File: config.mk
export PLATFORM = sky130hd
export DESIGN_NAME = ahb_sec_filter
export DESIGN_NICKNAME = d
export VERILOG_FILES = /design/src/rtl/ahb_sec_pkg.sv /design/src/rtl/asf_window_cmp.sv /design/src/rtl/asf_resp_fsm.sv /design/src/rtl/asf_fault_log.sv /design/src/rtl/ahb_sec_filter.sv
export SDC_FILE = /design/constraint.sdc
export NUM_CORES = 1
export LEC_CHECK = 0
export BUFFER_PORTS_ARGS = -buffer_cell sky130_fd_sc_hd__clkbuf_2
export CORE_AREA = 3 3 156 82
export DETAILED_ROUTE_END_ITERATION = 10
export DIE_AREA = 0 0 159 85
export PLACE_DENSITY_LB_ADDON = 0.1
export SLEW_MARGIN = 20
export SYNTH_ARGS = -nofsm -noshare
export SYNTH_HDL_FRONTEND = slang
export SYNTH_HIERARCHICAL = 1
export SYNTH_SLANG_ARGS = --single-unit
File: constraint.sdc
create_clock -name clk -period 4.1 [get_ports clk]
set_input_delay 0.205 -clock clk [delete_from_list [all_inputs] [get_ports clk]]
set_output_delay 0.205 -clock clk [all_outputs]
set_load 0.01 [all_outputs]
File: src/rtl/ahb_sec_pkg.sv
// Shared types and constants for the AHB secure access gate.
// Assumes the standard two-bit transfer-type encoding.
package ahb_sec_pkg;

    // Response sequencer states
    typedef enum logic [1:0] {
        RSP_PASS = 2'd0,
        RSP_ERR1 = 2'd1,
        RSP_ERR2 = 2'd2
    } rsp_state_e;

    localparam logic [1:0] TR_NONSEQ = 2'b10;
    localparam logic [1:0] TR_SEQ    = 2'b11;

    // Window indices used by the comparator array
    localparam int WIN_SEC  = 0;
    localparam int WIN_PRIV = 1;
    localparam int NUM_WIN  = 2;

endpackage

File: src/rtl/asf_window_cmp.sv
// Inclusive address window comparator: hit when base <= addr <= limit.
// Assumes base and limit are static during operation; purely combinational.
module asf_window_cmp #(
    parameter int ADDR_W = 32
) (
    input  logic [ADDR_W-1:0] addr,
    input  logic [ADDR_W-1:0] base,
    input  logic [ADDR_W-1:0] limit,
    output logic              hit
);

    // Both bounds are part of the window
    always_comb begin
        hit = (addr >= base) && (addr <= limit);
    end

endmodule

File: src/rtl/asf_resp_fsm.sv
// Sequencer for the locally generated two-cycle ERROR response.
// Assumes viol is only raised for an accepted address phase (bus ready high),
// so it cannot be raised while the first ERROR cycle holds the bus.
module asf_resp_fsm
    import ahb_sec_pkg::*;
(
    input  logic clk,
    input  logic rst_n,
    input  logic viol,
    output logic err_first,
    output logic err_second
);

    rsp_state_e state_q, state_d;

    // Next-state selection
    always_comb begin
        state_d = state_q;
        unique case (state_q)
            RSP_PASS: state_d = viol ? RSP_ERR1 : RSP_PASS;
            RSP_ERR1: state_d = RSP_ERR2;
            RSP_ERR2: state_d = viol ? RSP_ERR1 : RSP_PASS;
            default:  state_d = RSP_PASS;
        endcase
    end

    // State register with synchronous reset
    always_ff @(posedge clk) begin
        if (!rst_n) state_q <= RSP_PASS;
        else        state_q <= state_d;
    end

    // Decoded phase flags
    always_comb begin
        err_first  = (state_q == RSP_ERR1);
        err_second = (state_q == RSP_ERR2);
    end

endmodule

File: src/rtl/asf_fault_log.sv
// Violation bookkeeping: saturating counter and first-fault address capture.
// Assumes viol is a single-cycle pulse per blocked transfer.
module asf_fault_log #(
    parameter int ADDR_W = 32,
    parameter int CNT_W  = 8
) (
    input  logic              clk,
    input  logic              rst_n,
    input  logic              viol,
    input  logic [ADDR_W-1:0] addr,
    output logic [CNT_W-1:0]  count,
    output logic              fault_valid,
    output logic [ADDR_W-1:0] fault_addr
);

    localparam logic [CNT_W-1:0] CNT_MAX = {CNT_W{1'b1}};

    // Saturating violation counter
    always_ff @(posedge clk) begin
        if (!rst_n)                       count <= '0;
        else if (viol && count != CNT_MAX) count <= count + 1'b1;
    end

    // Capture the first violating address only
    always_ff @(posedge clk) begin
        if (!rst_n) begin
            fault_valid <= 1'b0;
            fault_addr  <= '0;
        end else if (viol && !fault_valid) begin
            fault_valid <= 1'b1;
            fault_addr  <= addr;
        end
    end

endmodule

File: src/rtl/ahb_sec_filter.sv
// AHB secure access gate in front of one protected subordinate.
// Checks each active address phase against a secure-only window and a
// privileged-only window, suppresses the downstream select for illegal
// transfers and answers them with a local two-cycle ERROR response.
// Assumes s_ready is the bus-wide ready, and that the downstream target
// drives m_readyout high whenever it has no data phase in progress.
module ahb_sec_filter
    import ahb_sec_pkg::*;
#(
    parameter int ADDR_W = 32,
    parameter int DATA_W = 32,
    parameter int CNT_W  = 8
) (
    input  logic              clk,
    input  logic              rst_n,
    input  logic              s_sel,
    input  logic [ADDR_W-1:0] s_addr,
    input  logic [1:0]        s_trans,
    input  logic              s_nsec,
    input  logic              s_priv,
    input  logic              s_ready,
    output logic              s_readyout,
    output logic              s_resp,
    output logic [DATA_W-1:0] s_rdata,
    output logic              m_sel,
    input  logic              m_readyout,
    input  logic              m_resp,
    input  logic [DATA_W-1:0] m_rdata,
    input  logic              cfg_nsec_used,
    input  logic              cfg_tie_secure,
    input  logic [ADDR_W-1:0] sec_base,
    input  logic [ADDR_W-1:0] sec_limit,
    input  logic [ADDR_W-1:0] priv_base,
    input  logic [ADDR_W-1:0] priv_limit,
    output logic [CNT_W-1:0]  viol_count,
    output logic              fault_valid,
    output logic [ADDR_W-1:0] fault_addr
);

    logic [NUM_WIN-1:0][ADDR_W-1:0] win_base;
    logic [NUM_WIN-1:0][ADDR_W-1:0] win_limit;
    logic [NUM_WIN-1:0]             win_hit;
    logic xfer_active, nsec_eff, illegal, viol;
    logic err_first, err_second;

    // Gather window bounds into indexed arrays
    always_comb begin
        win_base[WIN_SEC]   = sec_base;
        win_limit[WIN_SEC]  = sec_limit;
        win_base[WIN_PRIV]  = priv_base;
        win_limit[WIN_PRIV] = priv_limit;
    end

    // One comparator per window
    for (genvar w = 0; w < NUM_WIN; w++) begin : g_win
        asf_window_cmp #(.ADDR_W(ADDR_W)) u_cmp (
            .addr  (s_addr),
            .base  (win_base[w]),
            .limit (win_limit[w]),
            .hit   (win_hit[w])
        );
    end

    // Access decision for the current address phase
    always_comb begin
        xfer_active = (s_trans == TR_NONSEQ) || (s_trans == TR_SEQ);
        nsec_eff    = cfg_nsec_used ? s_nsec : !cfg_tie_secure;
        illegal     = xfer_active &&
                      ((nsec_eff && win_hit[WIN_SEC]) ||
                       (!s_priv && win_hit[WIN_PRIV]));
        viol        = s_sel && s_ready && illegal;
    end

    asf_resp_fsm u_fsm (
        .clk        (clk),
        .rst_n      (rst_n),
        .viol       (viol),
        .err_first  (err_first),
        .err_second (err_second)
    );

    asf_fault_log #(.ADDR_W(ADDR_W), .CNT_W(CNT_W)) u_log (
        .clk         (clk),
        .rst_n       (rst_n),
        .viol        (viol),
        .addr        (s_addr),
        .count       (viol_count),
        .fault_valid (fault_valid),
        .fault_addr  (fault_addr)
    );

    // Downstream select gated by the decision and the first error cycle
    always_comb begin
        m_sel = s_sel && !illegal && !err_first;
    end

    // Upstream response: local ERROR or downstream pass-through
    always_comb begin
        if (err_first) begin
            s_readyout = 1'b0;
            s_resp     = 1'b1;
            s_rdata    = '0;
        end else if (err_second) begin
            s_readyout = 1'b1;
            s_resp     = 1'b1;
            s_rdata    = '0;
        end else begin
            s_readyout = m_readyout;
            s_resp     = m_resp;
            s_rdata    = m_rdata;
        end
    end

endmodule

After elaboration in Yosys (flattened, before gate mapping) --
Cells that the tools add are included.
Operators by class: $add $sub $neg 1, $lt $le $gt $ge 4, eq/ne operators 5, mux-type cells 9, reduce and logical (&&, ||, !) cells 20
Operators with widths (count):
- >= comparator 32 bit | 2
- less-or-equal comparator 32 bit | 2
- two-way mux 32 bit | 2
- logical AND 1 bit | 11
- adder 8 x 1 -> 8 bit, second input constant | 1
- inequality test 8 bit, second input constant | 1
- == test 2 bit, second input constant | 3
- two-way mux 1 bit | 6
- zero test 1 bit | 5
- case mux 2 bit (2 select lines) | 1
- == test 2 x 1 -> 1 bit, second input constant | 1
- zero test 2 bit | 1
- logical OR 1 bit | 2
- OR reduction 2 bit | 1
Storage, ports and cells: bits in registers 43, input port bits 204, output and inout bits 76, word-level logic and storage cells 43

Depth between registers and ports, before layout --
Gate-level depths: netlist (run 1).
depth in word-level cells 8, mapped depth 16, depth with buffers taken out 13

Cells and area by module --
The synthesis (run 1) kept the hierarchy.
By module, submodules not included:
- asf_window_cmp (g_win[1].u_cmp) | times used 1, cells an instance 226, area each 1604.0 sq um, seq. area each 0.0 sq um
- asf_window_cmp (g_win[0].u_cmp) | times used 1, cells an instance 226, area each 1592.8 sq um, seq. area each 0.0 sq um
- asf_fault_log | times used 1, cells an instance 192, area each 1552.7 sq um, seq. area each 820.8 sq um
- ahb_sec_filter | times used 1, cells an instance 48, area each 340.3 sq um, seq. area each 0.0 sq um
- asf_resp_fsm | times used 1, cells an instance 6, area each 70.1 sq um, seq. area each 40.0 sq um

Worst setup path after synthesis (run 1) --
No wires, ideal clock.
path kind input -> register, start input port priv_limit[23], end register u_log.count[6], setup time 0.115 ns, arrival time 2.808 ns, required time 3.985 ns, setup slack 1.176 ns, stages 13, buffers on the path 1, path through inv_1 -> ha_1 -> nand2_1 -> or4_4 -> nor3_2 -> a31oi_1 -> a311oi_1 -> nand4_1 -> o22ai_1 -> buf_4 -> nand3_2 -> or4_1 -> and3_1
Between the ends: cells in the longest elaborated chain, start to end 7
RTL lines:
- start: declaration | RTL line ahb_sec_filter.sv:34 | input logic [ADDR_W-1:0] priv_limit,
- less-or-equal comparator 32 bit | RTL line asf_window_cmp.sv:14 | hit = (addr >= base) && (addr <= limit);
- logical AND 1 bit | RTL line asf_window_cmp.sv:14
- net win_hit[1] | RTL line ahb_sec_filter.sv:42 | logic [NUM_WIN-1:0] win_hit;
- logical AND 1 bit | RTL line ahb_sec_filter.sv:70 | (!s_priv && win_hit[WIN_PRIV]));
- logical OR 1 bit | RTL line ahb_sec_filter.sv:69 | ((nsec_eff && win_hit[WIN_SEC]) ||
- logical AND 1 bit | RTL line ahb_sec_filter.sv:68 | illegal = xfer_active &&
- logical AND 1 bit | RTL line ahb_sec_filter.sv:71 | viol = s_sel && s_ready && illegal;
- net viol | RTL line ahb_sec_filter.sv:43 | logic xfer_active, nsec_eff, illegal, viol;
- logical AND 1 bit | RTL line asf_fault_log.sv:21 | else if (viol && count != CNT_MAX) count <= count + 1'b1;
- end signal: assignment | RTL line asf_fault_log.sv:21
- end: declaration | RTL line asf_fault_log.sv:11 | output logic [CNT_W-1:0] count,
The timed path passes the listed nets, and every way through them passes these cells. A chain may end at the register's enable or synchronous reset.

Final worst setup path (run 1) --
start input port s_addr[23], end register u_log.fault_addr[7]
Between the ends: cells in the longest elaborated chain, start to end 7, elaborated cells between the ends (all ways) 12, those cells by class order compare (4); reduce/logical (8)
RTL lines:
- start: declaration | RTL line ahb_sec_filter.sv:17 | input logic [ADDR_W-1:0] s_addr,
- >= comparator 32 bit / less-or-equal comparator 32 bit (equally long branches) | RTL line asf_window_cmp.sv:14
- logical AND 1 bit (*) | RTL line asf_window_cmp.sv:14
- net win_hit[0] | RTL line ahb_sec_filter.sv:42
- logical AND 1 bit (*) | RTL line ahb_sec_filter.sv:69
- logical OR 1 bit (*) | RTL line ahb_sec_filter.sv:69
- logical AND 1 bit (*) | RTL line ahb_sec_filter.sv:68
- logical AND 1 bit (*) | RTL line ahb_sec_filter.sv:71
- net viol | RTL line ahb_sec_filter.sv:43
- logical AND 1 bit (*) | RTL line asf_fault_log.sv:29 | end else if (viol && !fault_valid) begin
- end signal: assignment | RTL line asf_fault_log.sv:31 | fault_addr <= addr;
- end: declaration | RTL line asf_fault_log.sv:13 | output logic [ADDR_W-1:0] fault_addr
The timed path passes the listed nets; every way through them passes the cells marked *.

==> results.ini, run 1 <==
[setup_path]
critPathBufInv=3
crit_chain=clkbuf_2 > ha_1 > a21oi_1 > o21ai_0 > a221oi_1 > o21a_1 > a31oi_1 > a311oi_1 > nand4_1 > o22ai_1 > buf_4 > nand2b_1 > buf_12 > nand2_1 > a21oi_1
r2r-end=u_log/count[6]$_SDFFE_PN0P_
critPathMaxFanout=23
crit_family=compound AO/OA/AOI/OAI gates
max_stage_delay_ps=490
cpMostUsedCell=a21oi_1
cp-startpoint=s_addr[23]
crit_arrival_ps=3330
r2r-start=u_log/count[1]$_SDFFE_PN0P_
required_ps=4230
setup.worst_path.end_class=flip-flop
critical_path_class=input pin to flip-flop
cp_slowest_cell=a311oi_1
critPathLaunchType=input pin
ff2ff_path_depth=4
r2r_setup_slack_ps=2530

[sta]
finClkSkew_ps=8.461
setup_tns_ps=0
maxSlewViolCount=0
final_hold_viol_count=0
worst_pin_slew_ps=750.4
whs_ps=181.6
slew_headroom_pct=49.90
layout_worst_path_cycle_share_pct=78.14
setup_viol=0
fmax_mhz=312.1
period_needed_ps=3204
rsz0062_at_grt=false

[worst_hold_path]
holdPathStages=3
holdCritPathClass=input pin to flip-flop
hold_end=u_log/fault_addr[0]$_SDFFE_PN0P_
min_from=s_addr[0]

[finish]
antenna_cells=0
final_nets=1304
final_common_cell=clkbuf_2
layout-drive-gt1-share_pct=33.33
multi_input_comb_area_mm2=0.003699
final.fill_count=1150
layout_common_cells=clkbuf_2 (278), inv_1 (133), ha_1 (129), nand2_1 (107), a21oi_1 (81)
area_delta_synth_final_pct=33.56
seq_area_um2=860.8

[pwr]
power_density_mw_per_mm2=207.9
total_power_w=0.001433
seqPwrFrac_pct=29.9
comb_power_share_pct=34.5
ir_drop_v=0.0001520
power.leakage_nw=3.978
p_sw_w=0.0004284
p_int_w=0.001005
p_clk_share_pct=35.6
sw_frac_of_total_pct=29.90

[global_routing]
grt.total_usage_pct=23.22
grt_pass1_wl_mm=26.00
grt_pass1_vias=5371
gr-total-overflow=0
grt_start_max_net_pins=38
antenna_found_initial=0

[drt]
dr.pass1.iters=4
num_vias=5562
detail_route.wl_per_cell_um=14.07
drtIter0Drc=196
ant_nets=0
vias_per_cell=4.892
drt_wl_total_mm=16.00
drc=0

[clock_network]
insertion_delay_ps=280
cts_inserted_buffers=5
root_buffer=clkbuf_16
clock_path_buffers=2
clkTransAtPathRegs_ps=60
cts_sinks=43
cts_resized=0
hold_buffers=0
cts_tree=done
cts_setup_buffers=0
htree_levels=2

[die]
floorplan.initialDensity_pct=44.36
core_area_mm2=0.01163
die-area_mm2=0.01352
die_y_um=85
rows=28
io_pins=280
die_width_um=159

[synth]
syn_nets=1031
synth.distinct_cells=54
async_flop_share_pct=0
synth_top_area_share_pct=31.28
avgSynthCellArea_um2=7.392
netlist_area_mm2=0.005160
yosysWarnings=6
ys_ff_latch=43
synth_ff_type=dfxtp_1
synth-edff-count=0
yosys-top-cells-area=ha_1 (31%), dfxtp_1 (17%), inv_1 (9.7%)
netlist_instances=698
synth_top_cell_by_area=ha_1
seq_area_frac_synth_pct=16.68

[placed_design]
gp_congestion=0.8826
io_buffer_count=278
dpl.hpwl_mm=13.80

[run]
cap_violations=0

[run_status]
run_status=complete, no violations

worst reg2reg max path: cells and delay by family (launching register included):
| kind | cells | cell delay (ps) |
|---|---|---|
| fa+ha+maj | 1 | 280 |
| flops | 1 | 410 |
| simple gates | 3 | 770 |
cells in the mapped netlist, types with 6 or more instances:
cell type	number
inv_1	133
nand2_1	107
and2_1	10
a221oi_1	8
and2_2	22
nand4_1	22
nand3_1	11
a211oi_1	7
a21oi_1	81
dfxtp_1	43
ha_1	129
o21ai_0	23
nor2_1	18
clkbuf_1	6
a21o_1	8
area by class of cell:
cell class,instances,share of cell area [%]
clock inverter,2,0.8715
clock buffer,6,1.870
multi-input combinational,505,53.67
inverter,134,7.298
sequential,43,12.49
timing repair buffer,282,20.81
tap,165,2.996
power groups by stage:
stage	Clock, W	Combinational [W]	Sequential [W]
2_1_floorplan	0	0.000275	0.000440
3_3_place_gp	0	0.000484	0.000437
3_5_place_dp	0	0.000496	0.000437
4_1_cts	0.000526	0.000500	0.000428
5_1_grt	0.000548	0.000573	0.000428
6_report	0.000511	0.000495	0.000428
routing by layer:
metal | routed length [µm] | track usage, % | vias to the layer above
met5 | 0 | 0 | -
met4 | 88 | 2.224 | 0
met3 | 1110 | 4.876 | 6
met2 | 7867 | 42.53 | 154
met1 | 6933 | 29.39 | 2481
li1 | - | - | 2921
registers in the layout (all words and copies together) (netlist names):
name,count
u_fsm/state_q,2
u_log/count,8
u_log/fault_addr,32
u_log/fault_valid,1
cells by family after synthesis:
logic type	synth area share, %
and+or+nand+nor	22.60
buffers and inverters	11.69
AOI/OAI and AO/OA	17.17
adders and majority gates	31.28
DFF	16.68
muxes	0.5820
worst max-delay path by stage:
stage / end / slack [ps] / cells after the start
after CTS: u_log/fault_addr[9]$_SDFFE_PN0P_ / 890 / 15
after detailed placement: u_log/fault_addr[9]$_SDFFE_PN0P_ / 590 / 15
after global placement: u_log/fault_addr[14]$_SDFFE_PN0P_ / 590 / 15
after floorplan: u_log/count[6]$_SDFFE_PN0P_ / 1180 / 13
after global routing: u_log/fault_addr[3]$_SDFFE_PN0P_ / 610 / 15
final: u_log/fault_addr[7]$_SDFFE_PN0P_ / 900 / 15
metrics by stage:
stage	setup WS [ps]	util (%)	std cells	instance area [µm²]
2_1_floorplan	1176	-	698	5160
3_3_place_gp	585.1	57.63	1129	6703
3_5_place_dp	590.2	57.63	1129	6703
4_1_cts	887.7	59.25	1137	6892
5_1_grt	614.7	59.25	1137	6892
6_report	896.4	59.25	1137	6892
Note: power is estimated with default switching activity, not from simulation.
==> inputs of run 2 (changes only) <==
--- a/config.mk
+++ b/config.mk
@@ -5,10 +5,11 @@
 export SDC_FILE = /design/constraint.sdc
 export NUM_CORES = 1
 export LEC_CHECK = 0
+export ABC_AREA = 1
 export BUFFER_PORTS_ARGS = -buffer_cell sky130_fd_sc_hd__clkbuf_2
-export CORE_AREA = 3 3 156 82
+export CORE_AREA = 3 3 164 86
 export DETAILED_ROUTE_END_ITERATION = 10
-export DIE_AREA = 0 0 159 85
+export DIE_AREA = 0 0 167 89
 export PLACE_DENSITY_LB_ADDON = 0.1
 export SLEW_MARGIN = 20
 export SYNTH_ARGS = -nofsm -noshare
==> constraint.sdc (replaced) <==
create_clock -name clk -period 2.6 [get_ports clk]
set_input_delay 0.13 -clock clk [delete_from_list [all_inputs] [get_ports clk]]
set_output_delay 0.13 -clock clk [all_outputs]
set_load 0.01 [all_outputs]
==> results.ini, run 2 <==
[finish]
layout_common_cells=clkbuf_2 (278), nand2_1 (192), inv_1 (171), nor2_1 (142), ha_1 (129)
top_register=u_log/fault_addr
final_nets=1472
layout-drive-gt1-share_pct=28.16
final_cells=1311
area_delta_synth_final_pct=30.64
largest_reg_flops=32
finalInstanceArea_mm2=0.007138
final_common_cell=clkbuf_2
reg_top3=u_log/fault_addr (32), u_log/count (8), u_fsm/state_q (2)

[setup_path]
critPathMaxFanout=16
critPathLaunchType=input pin
critical_path_class=input pin to flip-flop
setup.worst_path.end_class=flip-flop
crit_chain=clkbuf_2 > ha_1 > a21oi_1 > nand2_1 > a21oi_1 > nand2_1 > nand2_1 > nand2_1 > nand2_1 > nand2_1 > inv_1 > nand2_1 > nand2_1 > nand2_1 > nor2_1 > buf_4 > nand2_4 > buf_4 > o21ai_1 > nor2_1
cp_slowest_cell=ha_1
cpMostUsedCell=nand2_1
max_stage_delay_ps=340
crit_arrival_ps=2440
cp-startpoint=s_addr[11]
critPathBufInv=4
crit_family=simple AND/OR/NAND/NOR gates
required_ps=2770
r2r-start=u_log/count[0]$_SDFFE_PN0P_

[synth]
yosys.cell_count.top_type=nand2_1
avgSynthCellArea_um2=6.302
muxShareOfSynthArea_pct=0
synth_top_family_by_area=adder cells
seq_area_frac_synth_pct=15.75
synth-simple-area-share_pct=28.88
synth-edff-count=0
async_flop_share_pct=0
yosys-top-cells-area=ha_1 (30%), dfxtp_1 (16%), nand2_1 (13%)
synth_top_area_share_pct=29.54
syn_nets=1200
ys_ff_latch=43
synth_xor_area_share_pct=0
synth_ff_type=dfxtp_1
netlist_instances=867
yosys-top-cells-count=nand2_1 (192), inv_1 (171), nor2_1 (142)
yosysWarnings=6
synth_adder_area_share_pct=29.54
netlist_area_mm2=0.005464
synth.distinct_cells=31
synth_compound_area_share_pct=11.43
synth_top_cell_by_area=ha_1

[sta]
worst_pin_slew_ps=868.6
period_needed_ps=2273
final_hold_viol_count=0
fmax_mhz=440.0
setup_tns_ps=0
slew_headroom_pct=42.09
setup_viol=0
finClkSkew_ps=1.967
rsz0062_at_grt=false
layout_worst_path_cycle_share_pct=87.41
maxSlewViolCount=0

[die]
die_width_um=167
die_y_um=89
io_pins=280
core_area_mm2=0.01266
floorplan.initialDensity_pct=43.15
rows=29
die-area_mm2=0.01486

[run]
cap_violations=0

[clock_network]
htree_levels=2
cts_tree=done
cts_setup_buffers=0
clkTransAtPathRegs_ps=60
cts_inserted_buffers=5
hold_buffers=0
root_buffer=clkbuf_16
clock_path_buffers=2
cts_sinks=43
cts_resized=0
insertion_delay_ps=280

[pwr]
comb_power_share_pct=39.6
p_clk_share_pct=28.2
ir_drop_v=0.0002123
power_density_mw_per_mm2=298.8
p_sw_w=0.0007251
sw_frac_of_total_pct=33.99
p_int_w=0.001408
power.leakage_nw=4.563
seqPwrFrac_pct=32.2

[drt]
dr.pass1.iters=4
detail_route.wl_per_cell_um=12.55
num_vias=6114
wl_met1_mm=7.068
dr_wl_met3_um=939
ant_nets=0
wl_met2_mm=8.300
top_layer=met4
drt_wl_total_mm=16.46
drtIter0Drc=194
vias_per_cell=4.664
drc=0

[global_routing]
antenna_found_initial=1
gr-total-overflow=0
grt_pass1_vias=5907
grt_pass1_wl_mm=26.21
grt.total_usage_pct=21.42
grt_start_max_net_pins=43

[placed_design]
gp_congestion=0.8252
io_buffer_count=278
placedCellCount=1302
dpl.hpwl_mm=14.41
placed_area_mm2=0.006995

[run_status]
run_status=complete, no violations

[worst_hold_path]
holdCritPathClass=input pin to flip-flop
min_from=s_addr[0]

-- run 2: changes by cell type after synthesis, moves of 14 or more --
cell     delta
a21oi_1    -18
and2_2     -22
inv_1      +38
nand2_1    +85
nand4_1    -14
nor2_1    +124
o21ai_1    +30
-- run 2: worst paths after layout --
check / endpoint / slack (ps) / depth (start not counted)
worst max-delay path: u_log/fault_addr[19]$_SDFFE_PN0P_ / 330 / 20
worst min register to register: u_fsm/state_q[0]$_SDFF_PN0_ / 430 / 1
worst max register to register: u_log/count[4]$_SDFFE_PN0P_ / 1330 / 8
worst min-delay path: u_log/fault_addr[0]$_SDFFE_PN0P_ / 120 / 3
-- run 2: logic make-up after synthesis --
group / after synthesis
AOI/OAI and AO/OA: 118
buffers and inverters: 195
DFF: 43
and+or+nand+nor: 382
adders and majority gates: 129
-- run 2: power groups by stage --
stage / combinational [W] / clock [W] / sequential (W)
2_1_floorplan: 0.000483 / 0 / 0.000709
3_3_place_gp: 0.000826 / 0 / 0.000701
3_5_place_dp: 0.000851 / 0 / 0.000702
4_1_cts: 0.000856 / 0.000626 / 0.000687
5_1_grt: 0.000986 / 0.000649 / 0.000689
6_report: 0.000844 / 0.000602 / 0.000687
-- run 2: final cells by class --
type	instances	area, µm²
diodes	1	2.502
clock buffers	5	125.1
clock inverters	3	15.01
fillers	1382	5525
inverters	177	664.4
multi-input cells	629	3816
flip-flops and latches	43	860.8
well taps	170	212.7
repair buffers	283	1441
-- run 2: routing by layer --
metal / track usage, % / vias to the layer above
met5: 0 / -
met4: 3.293 / 0
met3: 4.505 / 8
met2: 42.69 / 148
met1: 24.49 / 2690
li1: - / 3268
-- run 2: worst register-to-register path: stages (launching register included) --
cell and delay (ps):
dfxtp_1 400, ha_1 210, nand2_2 90, inv_2 120
nand2_2 70, nor2_1 80, nand2_1 50, nor2_1 90
nor2_1 50
-- run 2: through the flow --
stage / setup slack, ps / power [W] / hold WS [ps] / utilization (%)
final: 327.4 / 0.002133 / 119.3 / 56.37
after global routing: 12.30 / 0.002324 / 137.0 / 56.37
after CTS: 326.3 / 0.002170 / 113.0 / 56.35
after detailed placement: 32.88 / 0.001553 / 407.0 / 55.24
after global placement: 70.45 / 0.001527 / 404.8 / 55.24
after floorplan: 572.5 / 0.001191 / 250.5 / -
==> inputs of run 3 (changes only) <==
--- a/config.mk
+++ b/config.mk
@@ -11,6 +11,7 @@
 export DETAILED_ROUTE_END_ITERATION = 10
 export DIE_AREA = 0 0 167 89
 export PLACE_DENSITY_LB_ADDON = 0.1
+export REMOVE_ABC_BUFFERS = 1
 export SLEW_MARGIN = 20
 export SYNTH_ARGS = -nofsm -noshare
 export SYNTH_HDL_FRONTEND = slang
==> results.ini, run 3 (synthesis gave the netlist of run 2 again) <==
[setup_path]
required_ps=2780
critPathMaxFanout=10
cp_slowest_cell=ha_1
cpMostUsedCell=nand2_1
crit_chain=clkbuf_2 > ha_1 > a21oi_2 > nor2_1 > nor2_1 > nand2_1 > nand2_1 > nand2_1 > nand2_1 > nand2_1 > nand2_1 > nand2_1 > inv_1 > nand3_1 > nand2_1 > nand2_1 > nor2_1 > buf_4 > buf_12 > nand2_4 > nor2_4 > nand2_1 > nor3_1 > nor2_1
critPathLaunchType=input pin
critical_path_class=input pin to flip-flop
setup.worst_path.end_class=flip-flop
max_stage_delay_ps=350
crit_arrival_ps=2490

[finish]
layout-drive-gt1-share_pct=28.43
antenna_cells=0
layout_common_cells=clkbuf_2 (278), nand2_1 (192), inv_1 (171), nor2_1 (142), ha_1 (129)
final_cells=1313
top_register=u_log/fault_addr
final_nets=1475
area_delta_synth_final_pct=32.06
final_common_cell=clkbuf_2
reg_top3=u_log/fault_addr (32), u_log/count (8), u_fsm/state_q (2)
largest_reg_flops=32

[clock_network]
cts_setup_buffers=0
clkTransAtPathRegs_ps=70
clock_path_buffers=2
cts_inserted_buffers=5
htree_levels=2
insertion_delay_ps=290
cts_resized=0
cts_sinks=43
cts_tree=done
root_buffer=clkbuf_16
hold_buffers=0

[sta]
maxSlewViolCount=0
rsz0062_at_grt=false
finClkSkew_ps=5.440
layout_worst_path_cycle_share_pct=88.88
finalWorstSetupSlack_ps=289.1
fmax_mhz=432.7
worst_pin_slew_ps=643.2
period_needed_ps=2311
slew_headroom_pct=57.12
setup_viol=0
final_hold_viol_count=0

[placed_design]
placedCellCount=1305
dpl.hpwl_mm=14.30
io_buffer_count=278
dp_slack_ps=-52.39
gp_congestion=0.8671

[drt]
num_vias=6070
drt_wl_total_mm=16.58
dr.pass1.iters=5
vias_per_cell=4.623
drtIter0Drc=170
ant_nets=0
detail_route.wl_per_cell_um=12.63
drc=0

[die]
die_y_um=89
die-area_mm2=0.01486
die_width_um=167
rows=29
core_area_mm2=0.01266
floorplan.initialDensity_pct=43.15
io_pins=280

[pwr]
ir_drop_v=0.0003025
power_density_mw_per_mm2=318.7
power.leakage_nw=4.597

[global_routing]
grt_start_max_net_pins=35
grt_pass1_wl_mm=25.62
grt.total_usage_pct=21.17
grt_pass1_vias=5577
antenna_found_initial=0
gr-total-overflow=0

[run_status]
run_status=complete, no violations

[run]
cap_violations=0

[worst_hold_path]
holdCritPathClass=input pin to flip-flop

[run 3: changes by cell type in the layout (fill, tap and decap cells not counted), sizes merged]
cell    change
buf         +3
diode       -1
bufinv      +1
clkinv      -1
[run 3: path summary, 6_finish.rpt]
kind                          startpoint                          endpoint  slack, ps  cells past startpoint
max reg2reg  u_log/count[0]$_SDFFE_PN0P_       u_log/count[4]$_SDFFE_PN0P_       1350                      8
max                            s_addr[5]       u_log/count[7]$_SDFFE_PN0P_        290                     24
min reg2reg  u_fsm/state_q[0]$_SDFF_PN0_       u_fsm/state_q[0]$_SDFF_PN0_        440                      1
min                            s_addr[0]  u_log/fault_addr[0]$_SDFFE_PN0P_        120                      3
[run 3: per-layer routing]
metal / routed length, µm / global-route usage [%]
met1: 7176 / 26.34
met3: 1081 / 4.240
met5: 0 / 0
met4: 208 / 3.368
met2: 8112 / 39.34
[run 3: final cells by class]
| cell class | instances | area (µm²) |
|---|---|---|
| timing repair buffer | 286 | 1489 |
| tap | 170 | 212.7 |
| clock inverter | 3 | 43.79 |
| clock buffer | 5 | 125.1 |
| inverter | 177 | 664.4 |
| multi-input combinational | 629 | 3820 |
| fill | 1287 | 5448 |
| sequential | 43 | 860.8 |
[run 3: critical path: cells and delay by family]
kind                     cells  cell delay (ps)
AO/OA/AOI/OAI                1              150
AND/OR/NAND/NOR             18             1360
adder cells (fa/ha/maj)      1              350
buffers and inverters        4              500
[run 3: through the flow]
step / hold slack (ps) / cell area, µm² / total power (W) / setup TNS, ps / utilization (%)
floorplan: 250.4 / 5341 / 0.001179 / -3726 / -
global placement: 408.6 / 7043 / 0.001537 / -12.52 / 55.62
detailed placement: 428.8 / 7043 / 0.001562 / -52.39 / 55.62
CTS: 128.4 / 7212 / 0.002325 / 0 / 56.95
global route: 144.3 / 7216 / 0.002492 / 0 / 56.98
finish: 122.9 / 7216 / 0.002300 / 0 / 56.98
[run 3: power breakdown]
part,switching [W],internal (W)
sequential,0.00000973,0.000676
combinational,0.000470,0.000386
clock,0.000304,0.000455
